--- config.mk ---
export PLATFORM = sky130hd
export DESIGN_NAME = prefix_scan
export DESIGN_NICKNAME = d
export VERILOG_FILES = /design/src/rtl/pscan_pkg.sv /design/src/rtl/pscan_op.sv /design/src/rtl/pscan_ctrl.sv /design/src/rtl/pscan_lane.sv /design/src/rtl/pscan_tails.sv /design/src/rtl/prefix_scan.sv
export SDC_FILE = /design/constraint.sdc
export NUM_CORES = 2
export LEC_CHECK = 0
export BUFFER_PORTS_ARGS = -buffer_cell sky130_fd_sc_hd__buf_2
export CORE_ASPECT_RATIO = 1.5
export CORE_MARGIN = 8
export CORE_UTILIZATION = 30
export DETAILED_ROUTE_END_ITERATION = 8
export PLACE_DENSITY = 0.45
export SLEW_MARGIN = 20
export SYNTH_ARGS = -nofsm -noshare
export SYNTH_HDL_FRONTEND = slang
export SYNTH_SLANG_ARGS = --single-unit
--- constraint.sdc ---
create_clock -name clk -period 6.8 [get_ports clk]
set_clock_uncertainty 0.05 [all_clocks]
set_input_delay 1.02 -clock clk [delete_from_list [all_inputs] [get_ports clk]]
set_output_delay 1.02 -clock clk [all_outputs]
set_load 0.02 [all_outputs]
--- src/rtl/pscan_pkg.sv ---
package pscan_pkg;
  localparam logic [2:0] OP_ADD = 3'd0;
  localparam logic [2:0] OP_MAX = 3'd1;
  localparam logic [2:0] OP_MIN = 3'd2;
  localparam logic [2:0] OP_AND = 3'd3;
  localparam logic [2:0] OP_OR  = 3'd4;
  localparam logic [2:0] OP_XOR = 3'd5;

  typedef enum logic [1:0] {
    ST_IDLE = 2'd0,
    ST_LOCAL = 2'd1,
    ST_TAILS = 2'd2,
    ST_FIX = 2'd3
  } pscan_state_t;
endpackage

--- src/rtl/pscan_op.sv ---
module pscan_op #(
  parameter int W = 16
) (
  input  logic [2:0]   op,
  input  logic [W-1:0] lhs,
  input  logic [W-1:0] rhs,
  output logic [W-1:0] res
);
  import pscan_pkg::*;

  always_comb begin
    case (op)
      OP_MAX:  res = (lhs >= rhs) ? lhs : rhs;
      OP_MIN:  res = (lhs <= rhs) ? lhs : rhs;
      OP_AND:  res = lhs & rhs;
      OP_OR:   res = lhs | rhs;
      OP_XOR:  res = lhs ^ rhs;
      default: res = lhs + rhs;
    endcase
  end
endmodule

--- src/rtl/pscan_ctrl.sv ---
module pscan_ctrl #(
  parameter int K  = 4,
  parameter int S2 = 2,
  parameter int CW = 4
) (
  input  logic          clk,
  input  logic          rst,
  input  logic          start,
  output logic          ld,
  output logic          p1_en,
  output logic          p2_en,
  output logic          p3_en,
  output logic [CW-1:0] cnt,
  output logic          done
);
  import pscan_pkg::*;

  localparam int LAT = K + S2;
  localparam pscan_state_t AFTER_LOAD  = (K > 1) ? ST_LOCAL : ((S2 > 0) ? ST_TAILS : ST_FIX);
  localparam pscan_state_t AFTER_LOCAL = (S2 > 0) ? ST_TAILS : ST_FIX;

  pscan_state_t state;
  logic         busy;

  assign busy  = (state != ST_IDLE);
  assign ld    = (state == ST_IDLE) && start;
  assign p1_en = (state == ST_LOCAL);
  assign p2_en = (state == ST_TAILS);
  assign p3_en = (state == ST_FIX);

  always_ff @(posedge clk) begin
    if (rst) begin
      state <= ST_IDLE;
      cnt   <= '0;
      done  <= 1'b0;
    end else begin
      done <= p3_en;
      case (state)
        ST_IDLE: begin
          if (start) begin
            state <= AFTER_LOAD;
            cnt   <= (K > 1) ? CW'(1) : '0;
          end
        end
        ST_LOCAL: begin
          if (cnt == CW'(K - 1)) begin
            state <= AFTER_LOCAL;
            cnt   <= '0;
          end else begin
            cnt <= cnt + 1'b1;
          end
        end
        ST_TAILS: begin
          if (cnt == CW'(S2 - 1)) begin
            state <= ST_FIX;
            cnt   <= '0;
          end else begin
            cnt <= cnt + 1'b1;
          end
        end
        default: begin
          state <= ST_IDLE;
          cnt   <= '0;
        end
      endcase
    end
  end

  // Edges spent busy since the accepting edge; used only by the checks below.
  logic [CW-1:0] lat_q;
  always_ff @(posedge clk) begin
    if (rst)       lat_q <= '0;
    else if (ld)   lat_q <= '0;
    else if (busy) lat_q <= lat_q + 1'b1;
  end


  done_latency_chk: assert property (@(posedge clk) disable iff (rst)
    done |-> (lat_q == CW'(LAT)));


  done_single_chk: assert property (@(posedge clk) disable iff (rst)
    done |=> !done);


  busy_start_ignored_chk: assert property (@(posedge clk) disable iff (rst)
    (busy && start) |=> (lat_q == CW'($past(lat_q) + 1'b1)));
endmodule

--- src/rtl/pscan_lane.sv ---
module pscan_lane #(
  parameter int W  = 16,
  parameter int K  = 4,
  parameter int CW = 4
) (
  input  logic            clk,
  input  logic            ld,
  input  logic [K*W-1:0]  ld_data,
  input  logic [2:0]      op,
  input  logic            p1_en,
  input  logic [CW-1:0]   p1_idx,
  input  logic            tail_we,
  input  logic [W-1:0]    tail_wd,
  output logic [K*W-1:0]  words
);
  for (genvar e = 0; e < K; e++) begin : g_elem
    logic [W-1:0] r;
    assign words[e*W +: W] = r;

    if (e == 0) begin : g_head
      always_ff @(posedge clk) begin
        if (ld)                         r <= ld_data[W-1:0];
        else if (tail_we && (K == 1))   r <= tail_wd;
      end
    end else begin : g_body
      logic [W-1:0] nxt;
      pscan_op #(.W(W)) u_op (
        .op  (op),
        .lhs (words[(e-1)*W +: W]),
        .rhs (r),
        .res (nxt)
      );
      always_ff @(posedge clk) begin
        if (ld)                                 r <= ld_data[e*W +: W];
        else if (p1_en && (p1_idx == CW'(e)))   r <= nxt;
        else if (tail_we && (e == K - 1))       r <= tail_wd;
      end
    end
  end
endmodule

--- src/rtl/pscan_tails.sv ---
module pscan_tails #(
  parameter int W  = 16,
  parameter int L  = 4,
  parameter int S2 = 2,
  parameter int CW = 4
) (
  input  logic [2:0]     op,
  input  logic [CW-1:0]  step,
  input  logic [L*W-1:0] t_in,
  output logic [L*W-1:0] t_out
);
  localparam int SE = (S2 > 0) ? S2 : 1;

  for (genvar i = 0; i < L; i++) begin : g_tail
    logic [W-1:0] cand [SE];
    logic [W-1:0] pick;

    for (genvar j = 0; j < SE; j++) begin : g_step
      if ((S2 > 0) && (i >= (1 << j))) begin : g_comb
        pscan_op #(.W(W)) u_op (
          .op  (op),
          .lhs (t_in[(i - (1 << j))*W +: W]),
          .rhs (t_in[i*W +: W]),
          .res (cand[j])
        );
      end else begin : g_keep
        assign cand[j] = t_in[i*W +: W];
      end
    end

    always_comb begin
      pick = t_in[i*W +: W];
      for (int j = 0; j < SE; j++) begin
        if (step == CW'(j)) pick = cand[j];
      end
    end

    assign t_out[i*W +: W] = pick;
  end
endmodule

--- src/rtl/prefix_scan.sv ---
module prefix_scan #(
  parameter int N = 16,
  parameter int W = 16
) (
  input  logic           clk,
  input  logic           rst,
  input  logic           start,
  input  logic [2:0]     op_sel,
  input  logic [N*W-1:0] din,
  output logic           done,
  output logic [N*W-1:0] dout
);
  localparam int K  = ($clog2(N) > 0) ? $clog2(N) : 1;
  localparam int L  = (N + K - 1) / K;
  localparam int PN = L * K;
  localparam int S2 = $clog2(L);
  localparam int CW = $clog2(K + S2 + 2) + 1;

  logic          ld, p1_en, p2_en, p3_en;
  logic [CW-1:0] cnt;
  logic [2:0]    op_q;

  pscan_ctrl #(.K(K), .S2(S2), .CW(CW)) u_ctrl (
    .clk   (clk),
    .rst   (rst),
    .start (start),
    .ld    (ld),
    .p1_en (p1_en),
    .p2_en (p2_en),
    .p3_en (p3_en),
    .cnt   (cnt),
    .done  (done)
  );

  always_ff @(posedge clk) begin
    if (rst)     op_q <= '0;
    else if (ld) op_q <= op_sel;
  end

  logic [PN*W-1:0] din_pad;
  always_comb begin
    din_pad = '0;
    din_pad[N*W-1:0] = din;
  end

  logic [PN*W-1:0] lane_words;
  logic [L*W-1:0]  tails;
  logic [L*W-1:0]  tails_nxt;
  logic [PN*W-1:0] fixed;

  for (genvar g = 0; g < L; g++) begin : g_lane
    pscan_lane #(.W(W), .K(K), .CW(CW)) u_lane (
      .clk     (clk),
      .ld      (ld),
      .ld_data (din_pad[g*K*W +: K*W]),
      .op      (op_q),
      .p1_en   (p1_en),
      .p1_idx  (cnt),
      .tail_we (p2_en),
      .tail_wd (tails_nxt[g*W +: W]),
      .words   (lane_words[g*K*W +: K*W])
    );

    assign tails[g*W +: W] = lane_words[(g*K + K - 1)*W +: W];

    for (genvar e = 0; e < K; e++) begin : g_fix
      if ((g == 0) || (e == K - 1)) begin : g_pass
        assign fixed[(g*K + e)*W +: W] = lane_words[(g*K + e)*W +: W];
      end else begin : g_carry
        pscan_op #(.W(W)) u_op (
          .op  (op_q),
          .lhs (tails[(g-1)*W +: W]),
          .rhs (lane_words[(g*K + e)*W +: W]),
          .res (fixed[(g*K + e)*W +: W])
        );
      end
    end
  end

  pscan_tails #(.W(W), .L(L), .S2(S2), .CW(CW)) u_tails (
    .op    (op_q),
    .step  (cnt),
    .t_in  (tails),
    .t_out (tails_nxt)
  );

  always_ff @(posedge clk) begin
    if (rst)        dout <= '0;
    else if (p3_en) dout <= fixed[N*W-1:0];
  end


  dout_hold_chk: assert property (@(posedge clk) disable iff (rst)
    !done |-> $stable(dout));
endmodule

==> flow_metrics.py <==
metrics = {
    "run_status": {
        "status": "completed",
    },
    "yosys": {
        "synth_top_flop_cell": "dfxtp_1",
        "synth_edf_count": 256,
        "yosys.area.top_type": "ha_1",
        "yosys.area.top_type_share_pct": 22.1,
        "synth_common_cells": "ha_1, a21oi_1, nor2_1",
        "synth_most_common_cell": "ha_1",
        "async_flop_share_pct": 0,
        "synth.avg_cell_area_um2": 7.89,
        "netlist_area_um2": 71300,
        "synth-seq-cells": 522,
        "syn_nets": 10577,
        "ys_warn_count": 0,
        "synth-seq-area-share_pct": 18.3,
        "yosysUniqueCellTypes": 90,
        "syn_inst": 9031,
        "synth.area.top_cells": "ha_1, edfxtp_1, dfxtp_1",
    },
    "cts": {
        "clock-sinks": 522,
        "cts_tree": "built",
        "ctsHoldBuffers": 0,
        "root_buffer": "clkbuf_16",
        "cts_resized": 0,
        "cts_buffers": 78,
        "clk-insertion-delay-late_ps": 740,
        "clockBufferDepth": 3,
        "postCtsSetupBuffers": 0,
        "htree_levels": 3,
        "clkTransAtPathRegs_ps": 70,
    },
    "critical_path": {
        "criticalPathCategory": "register to register",
        "path_cells": "inv_1 > ha_1 > nor3_1 > nand3_1 > nor3_1 > a221oi_1 > mux2i_1 > a221o_1 > a21oi_2",
        "cpMostUsedCell": "nor3_1",
        "crit_slowest_cell": "a21oi_2",
        "cp_slowest_stage_delay_ps": 820,
        "critPathArrivalTime_ps": 5370,
        "startpoint_type": "register",
        "crit_family": "compound AO/OA/AOI/OAI gates",
        "worst_setup_path_end_kind": "register",
        "critPathRequiredTime_ps": 7090,
        "path_buf_inv": 1,
        "crit_fanout": 16,
    },
    "grt": {
        "grt_overflow": 0,
        "grt_use_total_pct": 32.4,
        "use_met3_pct": 5.72,
        "grt_pass1_wl_um": 600000,
        "top_usage_layer": "met2",
        "grtUsageMet2_pct": 54.1,
        "grt_pass1_vias": 74931,
        "gr-usage-met1_pct": 35.9,
        "grt_max_degree": 141,
        "antenna_found_initial": 44,
    },
    "timing": {
        "hold_viol_final": 0,
        "drv_slew": 0,
        "tightest_slew_ps": 1220,
        "final.setup.worst_slack_ps": 1710,
        "fin_crit_sh_pct": 74.8,
        "tns_ps": 0,
        "setup_viol": 0,
        "grt_setup_unrepaired": "no",
        "layout_min_cycle_time_ps": 5090,
        "relSlewSlack_pct": 18.1,
        "clock.fmax_mhz": 197,
    },
    "placement": {
        "placed_area_um2": 77500,
        "dp.cells": 12240,
        "gp_congestion": 0.968,
        "dp_slack_ps": 1880,
        "io_buffers": 518,
        "dp_hpwl_um": 313000,
    },
    "worst_hold_path": {
        "hp-class": "input pin to register",
    },
    "power": {
        "switching_power_uw": 32000,
        "switching_share_pct": 60.1,
        "p_leak_uw": 0.0339,
        "internal_power_uw": 21300,
        "power_frac_clock_pct": 8.5,
        "powerDensity_nw_per_um2": 665,
        "power_frac_comb_pct": 78.7,
        "p_seq_share_pct": 12.9,
        "ir_drop_mv": 0.277,
    },
    "finish": {
        "final_cells": 12396,
        "final_area_um2": 80300,
        "utilization_pct": 33.9,
        "nNetsFinal": 10773,
        "layout-drive-gt1-share_pct": 10.9,
        "synthToLayoutAreaGrowth_pct": 12.6,
    },
    "floorplanning": {
        "io_pins": 519,
        "dieArea_um2": 254000,
        "start_util_pct": 30.1,
        "die_w_um": 414,
        "dieHeight_um": 613,
        "coreArea_um2": 237000,
        "rows": 219,
    },
    "route": {
        "post-route-drc-count": 0,
        "drt-total-wl_um": 437000,
        "vias": 77372,
        "first_pass_iters": 6,
        "wire_per_inst_um": 35.3,
        "antenna_left": 0,
        "avgViaCountPerCell": 6.24,
        "first_iter_violations": 8066,
    },
    "job": {
        "maxCapViolations": 0,
    },
}
power groups by stage:
stage	Clock (uW)	Combinational (uW)	Sequential, uW
floorplan	0	26000	6480
global placement	0	40700	6860
detailed placement	0	40700	6870
CTS	4600	41000	6810
global route	4680	44500	6910
finish	4510	42000	6870
layer usage:
layer / vias up / share of wire [%]
met5: - / 0.044
met1: 38017 / 36
met2: 4383 / 46
met4: 28 / 10
li1: 33583 / -
met3: 1361 / 7.4
worst register-to-register path, cell delays in order (launching register included):
cell	delay [ps]
edfxtp_1	380
inv_1	800
ha_1	460
nor3_1	580
nand3_1	190
nor3_1	590
a221oi_1	190
mux2i_1	160
a221o_1	440
a21oi_2	820
flip-flops by register name, indices dropped and copies added (netlist names):
| signal | flops |
|---|---|
| u_ctrl.state | 2 |
| u_ctrl.done | 1 |
| dout | 256 |
| g_lane.u_lane.g_elem.r | 256 |
| u_ctrl.cnt | 4 |
| op_q | 3 |
final cells by class:
class                           instances  area [um2]
Fill cell                           25249      156000
Multi-Input combinational cell       7362       54100
Sequential cell                       522       13000
Timing Repair Buffer                  766        4670
Tap cell                             3094        3870
Clock buffer                          105        2250
Inverter                              497        1870
Clock inverter                         39         413
Antenna cell                           11        27.5
cells by family (layout without fill, tap and decap cells):
family / Yosys count / after routing / synth area share (%)
compound gates: 3146 / 3146 / 28.7
xor+xnor: 272 / 272 / 3.34
simple gates: 2156 / 2156 / 13.5
other cells: 0 / 11 / 0
mux: 504 / 504 / 7.15
buf+inv: 1147 / 1407 / 6.24
fa+ha+maj: 1284 / 1284 / 22.8
flops: 522 / 522 / 18.3
stage by stage:
step / power [uW] / hold WS, ps
after global placement: 47600 / 416
after detailed placement: 47600 / 411
final: 53300 / 413
after floorplan: 32500 / 420
after CTS: 52400 / 373
after global routing: 56000 / 388
cells in the final DEF (no fill, tap or decap), drive strengths merged, types with 207 or more instances in the layout:
master and instances:
nor3 207, ha 1258, o21ai 640, nand2 661, mux2i 498, nor2 808, o22ai 221, o211ai 334
edfxtp 256, a21oi 825, dfxtp 266, buf 766, inv 503
path summary, 6_finish.rpt:
check,slack (ps),to,startpoint,cells past startpoint
max,1710,g_lane[2].u_lane.g_elem[3].r[10],g_lane[1].u_lane.g_elem[3].r[14],9
max reg2reg,1710,g_lane[2].u_lane.g_elem[3].r[10],g_lane[1].u_lane.g_elem[3].r[14],9
min reg2reg,420,dout[109],dout[109],2
min,410,g_lane[1].u_lane.g_elem[0].r[0],din[64],1
Power figures use the tool's default switching activity.
